## src/rtl/pri_pkg.sv

```systemverilog
package pri_pkg;
    localparam int DW        = 8;
    localparam int AW        = 5;
    localparam int RAW       = AW - 1;
    localparam int NREG      = 1 << RAW;
    localparam int PAGE_LAST = 15;
    localparam int STAT_PAGE = 2;
    localparam int ID_PAGE   = 3;
    localparam int ID_REG    = NREG - 1;
    localparam logic [DW-1:0] ID_CODE = 8'h78;
    localparam int NSLOT     = PAGE_LAST - 1;
    localparam int SLW       = $clog2(NSLOT + 2);

    typedef logic [DW-1:0] byte_t;

    typedef struct packed {
        byte_t page;
        byte_t rdata;
    } port_st_t;
endpackage

```

## src/rtl/pri_decode.sv

```systemverilog
module pri_decode
    import pri_pkg::*;
(
    input  byte_t              page_i,
    input  logic [RAW-1:0]     reg_i,
    output logic               rw_o,
    output logic               stat_o,
    output logic               id_o,
    output logic [SLW-1:0]     slot_o
);
    byte_t slot_wide;

    always_comb begin
        stat_o = (page_i == byte_t'(STAT_PAGE));
        id_o   = (page_i == byte_t'(ID_PAGE)) && (reg_i == RAW'(ID_REG));
        rw_o   = (page_i >= byte_t'(1)) && (page_i <= byte_t'(PAGE_LAST))
                 && !stat_o && !id_o;
        // storage slots skip the status page
        if (page_i < byte_t'(STAT_PAGE))
            slot_wide = page_i - byte_t'(1);
        else
            slot_wide = page_i - byte_t'(2);
        slot_o = slot_wide[SLW-1:0];
    end
endmodule

```

## src/rtl/pri_regbank.sv

```systemverilog
module pri_regbank
    import pri_pkg::*;
(
    input  logic               clk,
    input  logic               rst_n,
    input  logic               we_i,
    input  logic [SLW-1:0]     slot_i,
    input  logic [RAW-1:0]     reg_i,
    input  byte_t              wdata_i,
    output byte_t              rdata_o
);
    byte_t mem_q [NSLOT][NREG];

    for (genvar s = 0; s < NSLOT; s++) begin : g_slot
        for (genvar r = 0; r < NREG; r++) begin : g_reg
            always_ff @(posedge clk or negedge rst_n) begin
                if (!rst_n)
                    mem_q[s][r] <= '0;
                else if (we_i && slot_i == SLW'(s) && reg_i == RAW'(r))
                    mem_q[s][r] <= wdata_i;
            end
        end
    end

    always_comb begin
        if (int'(slot_i) < NSLOT)
            rdata_o = mem_q[slot_i][reg_i];
        else
            rdata_o = '0;
    end


    write_land_chk: assert property (@(posedge clk) disable iff (!rst_n)
        (we_i && int'(slot_i) < NSLOT) |=> mem_q[$past(slot_i)][$past(reg_i)] == $past(wdata_i));
endmodule

```

## src/rtl/paged_reg_port.sv

```systemverilog
module paged_reg_port
    import pri_pkg::*;
(
    input  logic               clk,
    input  logic               rst_n,
    input  logic               cs,
    input  logic               wr_en,
    input  logic               rd_en,
    input  logic [AW-1:0]      addr,
    input  logic [DW-1:0]      wdata,
    input  logic [NREG*DW-1:0] stat_i,
    output logic [DW-1:0]      rdata
);
    port_st_t st_d, st_q;

    logic           wr_fire, rd_fire, in_page;
    logic           sel_rw, sel_stat, sel_id;
    logic [SLW-1:0] slot;
    logic [RAW-1:0] reg_idx;
    byte_t          bank_rd;

    assign reg_idx = addr[RAW-1:0];
    assign in_page = addr[AW-1];
    assign wr_fire = cs && wr_en;
    assign rd_fire = cs && rd_en && !wr_en;

    pri_decode u_dec (
        .page_i (st_q.page),
        .reg_i  (reg_idx),
        .rw_o   (sel_rw),
        .stat_o (sel_stat),
        .id_o   (sel_id),
        .slot_o (slot)
    );

    pri_regbank u_bank (
        .clk     (clk),
        .rst_n   (rst_n),
        .we_i    (wr_fire && in_page && sel_rw),
        .slot_i  (slot),
        .reg_i   (reg_idx),
        .wdata_i (wdata),
        .rdata_o (bank_rd)
    );

    always_comb begin
        st_d = st_q;
        if (wr_fire && !in_page)
            st_d.page = wdata;
        if (rd_fire) begin
            if (!in_page)     st_d.rdata = st_q.page;
            else if (sel_id)  st_d.rdata = ID_CODE;
            else if (sel_stat) st_d.rdata = stat_i[reg_idx*DW +: DW];
            else if (sel_rw)  st_d.rdata = bank_rd;
            else              st_d.rdata = '0;
        end
    end

    always_ff @(posedge clk or negedge rst_n) begin
        if (!rst_n) st_q <= '0;
        else        st_q <= st_d;
    end

    assign rdata = st_q.rdata;


    page_load_chk: assert property (@(posedge clk) disable iff (!rst_n)
        (cs && wr_en && !addr[AW-1]) |=> st_q.page == $past(wdata));

    page_hold_chk: assert property (@(posedge clk) disable iff (!rst_n)
        !(cs && wr_en && !addr[AW-1]) |=> $stable(st_q.page));

    rdata_hold_chk: assert property (@(posedge clk) disable iff (!rst_n)
        !(cs && rd_en && !wr_en) |=> $stable(rdata));

    id_read_chk: assert property (@(posedge clk) disable iff (!rst_n)
        (cs && rd_en && !wr_en && addr == 5'h1F && st_q.page == 8'h03) |=> rdata == 8'h78);

    undef_read_chk: assert property (@(posedge clk) disable iff (!rst_n)
        (cs && rd_en && !wr_en && addr[AW-1] && (st_q.page == 8'h00 || st_q.page > 8'h0F))
        |=> rdata == 8'h00);
endmodule

```

## config.mk

```make
export PLATFORM = sky130hd
export DESIGN_NAME = paged_reg_port
export DESIGN_NICKNAME = d
export VERILOG_FILES = /design/src/rtl/pri_pkg.sv /design/src/rtl/pri_decode.sv /design/src/rtl/pri_regbank.sv /design/src/rtl/paged_reg_port.sv
export SDC_FILE = /design/constraint.sdc
export NUM_CORES = 2
export LEC_CHECK = 0
export BUFFER_PORTS_ARGS = -buffer_cell sky130_fd_sc_hd__buf_2
export CELL_PAD_IN_SITES_DETAIL_PLACEMENT = 1
export CELL_PAD_IN_SITES_GLOBAL_PLACEMENT = 1
export CORE_AREA = 2 2 396 398
export CTS_CLUSTER_SIZE = 28
export DETAILED_ROUTE_END_ITERATION = 10
export DIE_AREA = 0 0 398 400
export MAX_ROUTING_LAYER = met4
export PLACE_DENSITY = 0.95
export SLEW_MARGIN = 0
export SYNTH_ARGS = -nofsm -noshare
export SYNTH_HDL_FRONTEND = slang
export SYNTH_SLANG_ARGS = --single-unit
```

## constraint.sdc

```tcl
create_clock -name clk -period 10.2 [get_ports clk]
set_input_delay 1.53 -clock clk [delete_from_list [all_inputs] [get_ports clk]]
set_output_delay 1.53 -clock clk [all_outputs]
set_load 0.01 [all_outputs]
```

==> out/metrics.yaml, run 1 <==
cts.sinks: 1808
synthFlopType: "dfrtp_1"
gr-total-overflow: 13
cts_made_buffers: 185
syn-num-nets: 7208
syn_inst: 7056
antenna_found_initial: 121
portBuffers: 153
error: "[ERROR GRT-0232] Routing congestion too high. Check the congestion heatmap in the GUI."
postGrtWorstEndpoint: "rdata[5]$_DFFE_PN0P_/D"
start_util: 0.556
endpoint_type: "sequential cell input"
cts-root-buf: "clkbuf_16"
io_pins: 154
ys_ff_latch: 1808
globalplace.congestion: 0.963
clockBufferDepth: 3
post_cts_buffers: 0
hpwl_mm: 202
synth_cell_types: 85
place_area_sq_um: 88500
avgSynthCellArea_sq_um: 12.2
yosysWarnings: 0
syn_area_sq_um: 86200
grt_max_degree: 190
synthArstFlopShare: 1.00
yosysSeqAreaShare: 0.525
status: "did not finish"
grt_usage: 0.749
rows: 145
htreeDepth: 4
synth-edff-count: 0
cts_resized: 0
hold_buffers: 0
die_w_microns: 398
die_height_microns: 400
failing_step: "global routing"
[cell families after synthesis]
| logic type | synth area share |
|---|---|
| AND/OR/NAND/NOR | 0.0904 |
| adder cells (fa/ha/maj) | 0.000871 |
| buffers and inverters | 0.0297 |
| XOR/XNOR | 0.000102 |
| AO/OA/AOI/OAI | 0.0533 |
| flip-flops | 0.525 |
| multiplexers | 0.301 |
[metrics by stage]
| stage | std cells | worst slack, ps | util |
|---|---|---|---|
| 2_1_floorplan | 7056 | 5870 | - |
| 3_3_place_gp | 8812 | 4190 | 0.570 |
| 3_5_place_dp | 8812 | 3770 | 0.570 |
| 4_1_cts | 9145 | 3280 | 0.612 |
[routing by layer]
| metal | overflow | track usage |
|---|---|---|
| met5 | - | - |
| met4 | 4 | 0.692 |
| met3 | 1 | 0.685 |
| met2 | 3 | 0.861 |
| met1 | 5 | 0.716 |
[synthesized netlist by cell type, types with 6 or more instances]
master        n  area [sq um]
a31oi_1      36           225
a211oi_1     26           195
nor3_1       12          60.1
ha_1          6          75.1
nor2_1       54           203
or4_1         9          67.6
nand2_2      73           457
o2bb2ai_1     6          52.6
nand4_1      10          62.6
o32ai_1      11          96.3
mux2i_1     222          2220
nor4_1       15          93.8
buf_1        48           180
inv_1        16          60.1
mux2_1      166          1870
a21oi_1     192           961
mux4_2      130          2930
nand3_1     398          1990
nor2_2        8          50.1
a221oi_1     40           350
o41ai_1       9          78.8
buf_2        93           465
o31ai_1      10          75.1
o22ai_1      29           181
buf_4        32           240
o31a_1        6          52.6
a311oi_1    102           893
o311ai_0     10          87.6
nand2_1    1113          4180
a2111oi_0    14           123
and3_1       54           338
buf_6        11           124
o21ai_0      99           495
mux2_2     1675         18900
or3_1         7          43.8
a211o_1       8          70.1
clkbuf_1    385          1450
o211ai_1     13          97.6
a22oi_1       9          67.6
dfrtp_1    1808         45200
nand2b_1      7          43.8
==> inputs of run 2 (changes only) <==
- CELL_PAD_IN_SITES_DETAIL_PLACEMENT: 1 -> unset
- CELL_PAD_IN_SITES_GLOBAL_PLACEMENT: 1 -> unset
- CORE_AREA: 2 2 396 398 -> 2 2 468 470
- CTS_CLUSTER_SIZE: 28 -> unset
- DIE_AREA: 0 0 398 400 -> 0 0 470 472
- MAX_ROUTING_LAYER: met4 -> unset
- PLACE_DENSITY: 0.95 -> unset
- PLACE_DENSITY_LB_ADDON: unset -> 0.15
==> out/metrics.yaml, run 2 <==
cts-root-buf: "clkbuf_16"
fin_ws_ps: 3510
r2r_end: "rdata[4]"
power_mw: 17.8
critPathLaunch: "st_q[8]"
yosysSeqAreaShare: 0.525  # unchanged
layout_common_cells: "dfrtp_1, mux2_2, nand2_1"
seq_power_share: 0.409
start_util: 0.398  # -0.158
grt_usage: 0.257
wl_per_cell_microns: 29.0
yosysMostFrequentCell: "dfrtp_1"
post_cts_buffers: 0  # unchanged
grt_pass1_wl_mm: 426
ant_nets: 0
hold_buffers: 0  # unchanged
cts_resized: 0  # unchanged
power-per-cell-area_nw_per_um2: 184
synth_top_area_share: 0.525  # unchanged
clockBufferDepth: 3  # unchanged
critPathLaunchType: "flip-flop"
placed_cells: 9623  # +9.2%
first_pass_iters: 5
io_pins: 154  # unchanged
criticalPathCategory: "flip-flop to flip-flop"
internal-power_mw: 12.3
irDropWorstVdd_v: 0.000207
cp.arrival_ps: 7460
critical_path.max_stage_delay_ps: 890
min-delay-start: "u_bank.mem_q[1740]"
route.met2.wl_mm: 129
totalWireLength_mm: 289
wl_met1_mm: 134
cts.sinks: 1808  # unchanged
regToRegSetupSlack_ps: 3510
dp_slack_ps: 3580  # -196 ps
synthArstFlopShare: 1.00  # unchanged
portBuffers: 153  # unchanged
met3_wirelength_mm: 16.4
synthFlopType: "dfrtp_1"
regMostFlops: "u_bank.mem_q"
avgSynthCellArea_sq_um: 12.2  # unchanged
drt_iter0_drc: 5584
rows: 171  # +18%
critical-path-slowest-cell: "nor4_1"
worstPathCellList: "clkinv_1 -> ha_1 -> a31o_4 -> buf_12 -> nand3_2 -> buf_4 -> a21oi_1 -> or4_1 -> o21ai_0 -> nor4_1 -> nand4_1 -> a31oi_1"
yosys-top-cells-count: "dfrtp_1, mux2_2, nand2_1, nand3_1, clkbuf_1"
swShare: 0.310
p_clk_frac: 0.415
p_comb_frac: 0.176
syn_area_sq_um: 86200  # unchanged
reg2reg_depth: 12
clkSlewWorstSetupHoldPaths_ps: 60
maxSlewHeadroom: 0.136
area_delta_synth_final_pct: 11.8
grt_pass1_vias: 59382
die_area_sq_um: 222000
antenna_found_initial: 7
power.leakage_nw: 46.4
layout_commonest_cell: "dfrtp_1"
vias_per_cell: 5.94
p_switching_mw: 5.51
finalNonFillerCells: 9979
setup_tns_ps: 0
final_hold_viol_count: 0
yosysWarnings: 0  # unchanged
htreeDepth: 4  # unchanged
synth_cell_types: 85  # unchanged
grt_max_degree: 167
reg2reg_from: "st_q[8]"
synth-edff-count: 0  # unchanged
synth_top_cell_by_area: "dfrtp_1"
ys_ff_latch: 1808  # unchanged
required_ps: 10970
setup_viol: 0
hold_ws_ps: 487
min_period_ps: 6690
path_max_fanout: 104
tritoncts: "built"
die_height_microns: 472  # +18%
max_freq_mhz: 149
crit_end: "rdata[4]"
hpwl_mm: 172  # -15%
dr.max_layer_used: "met5"
yosys-top-cells-area: "dfrtp_1, mux2_2, nand2_1, mux4_2, mux2i_1"
globalplace.congestion: 0.853  # -11%
coreArea_sq_um: 217000
tightest_slew_ps: 1290
gr-total-overflow: 0
syn_inst: 7056  # unchanged
drv_cap: 0
hold_path_class: "flip-flop to flip-flop"
syn-num-nets: 7208  # unchanged
vias: 59252
fin_worst_skew_ps: 34.0
fin_nets: 7118
cts_made_buffers: 195  # +5.4%
drv_slew: 0
status: "finished clean"
insertion_delay_ps: 850
largest_reg_flops: 1792
drive_gt1_frac: 0.354
cp-end-kind: "flip-flop"
rsz0062_at_grt: "no"
die_w_microns: 470  # +18%
final.period_utilization: 0.656
drt_drc_violations_left: 0
==> run 2: cells by family (layout without fill, tap and decap cells) <==
| kind of cell | Yosys count | count (layout) | synth area share |
|---|---|---|---|
| xor+xnor | 1 | 1 | 0.000102 |
| other cells | 0 | 1 | 0 |
| compound gates | 670 | 670 | 0.0533 |
| buf+inv | 589 | 657 | 0.0297 |
| mux | 2196 | 2196 | 0.301 |
| flops | 1808 | 1808 | 0.525 |
| fa+ha+maj | 6 | 6 | 0.000871 |
| simple gates | 1786 | 1786 | 0.0904 |
==> run 2: through the flow <==
step	area, sq um	util
floorplan	86200	-
global placement	89700	0.414
detailed placement	89700	0.414
CTS	96400	0.445
global route	96400	0.445
finish	96400	0.445
==> run 2: worst min-delay path by stage <==
stage                               to  slack, ps  depth (start not counted)
global route         u_bank.mem_q[225]        500                          1
floorplan           u_bank.mem_q[1226]        460                          1
finish              u_bank.mem_q[1740]        490                          1
detailed placement    u_bank.mem_q[45]        470                          1
CTS                  u_bank.mem_q[150]        490                          1
global placement     u_bank.mem_q[147]        470                          1
==> run 2: cell type report <==
type,count,area (sq um)
multi-input cells,4659,38700
clock buffers,305,6000
inverters,18,67.6
diodes,1,2.50
repair buffers,284,2140
fillers,19956,120000
flip-flops and latches,1808,45200
clock inverters,50,636
well taps,2854,3570
==> run 2: layer usage <==
| metal | global-route usage | vias up |
|---|---|---|
| met2 | 0.392 | 1675 |
| met5 | 0 | - |
| li1 | - | 25258 |
| met3 | 0.0428 | 419 |
| met4 | 0.0832 | 2 |
| met1 | 0.372 | 31898 |
==> run 2: power groups by stage <==
stage	registers, mW	logic [mW]	clock network (mW)
finish	7.26	3.13	7.37
global route	7.26	3.26	7.81
CTS	7.26	3.13	7.52
detailed placement	7.39	3.12	0
global placement	7.39	3.12	0
floorplan	7.37	1.59	0
==> run 2: critical path: cells and delay by family (launching register included) <==
family | cells | cell delay [ps]
compound gates | 4 | 1440
fa+ha+maj | 1 | 730
flops | 1 | 860
buf+inv | 3 | 1500
simple gates | 4 | 2020
Note: power is estimated with default switching activity, not from simulation.
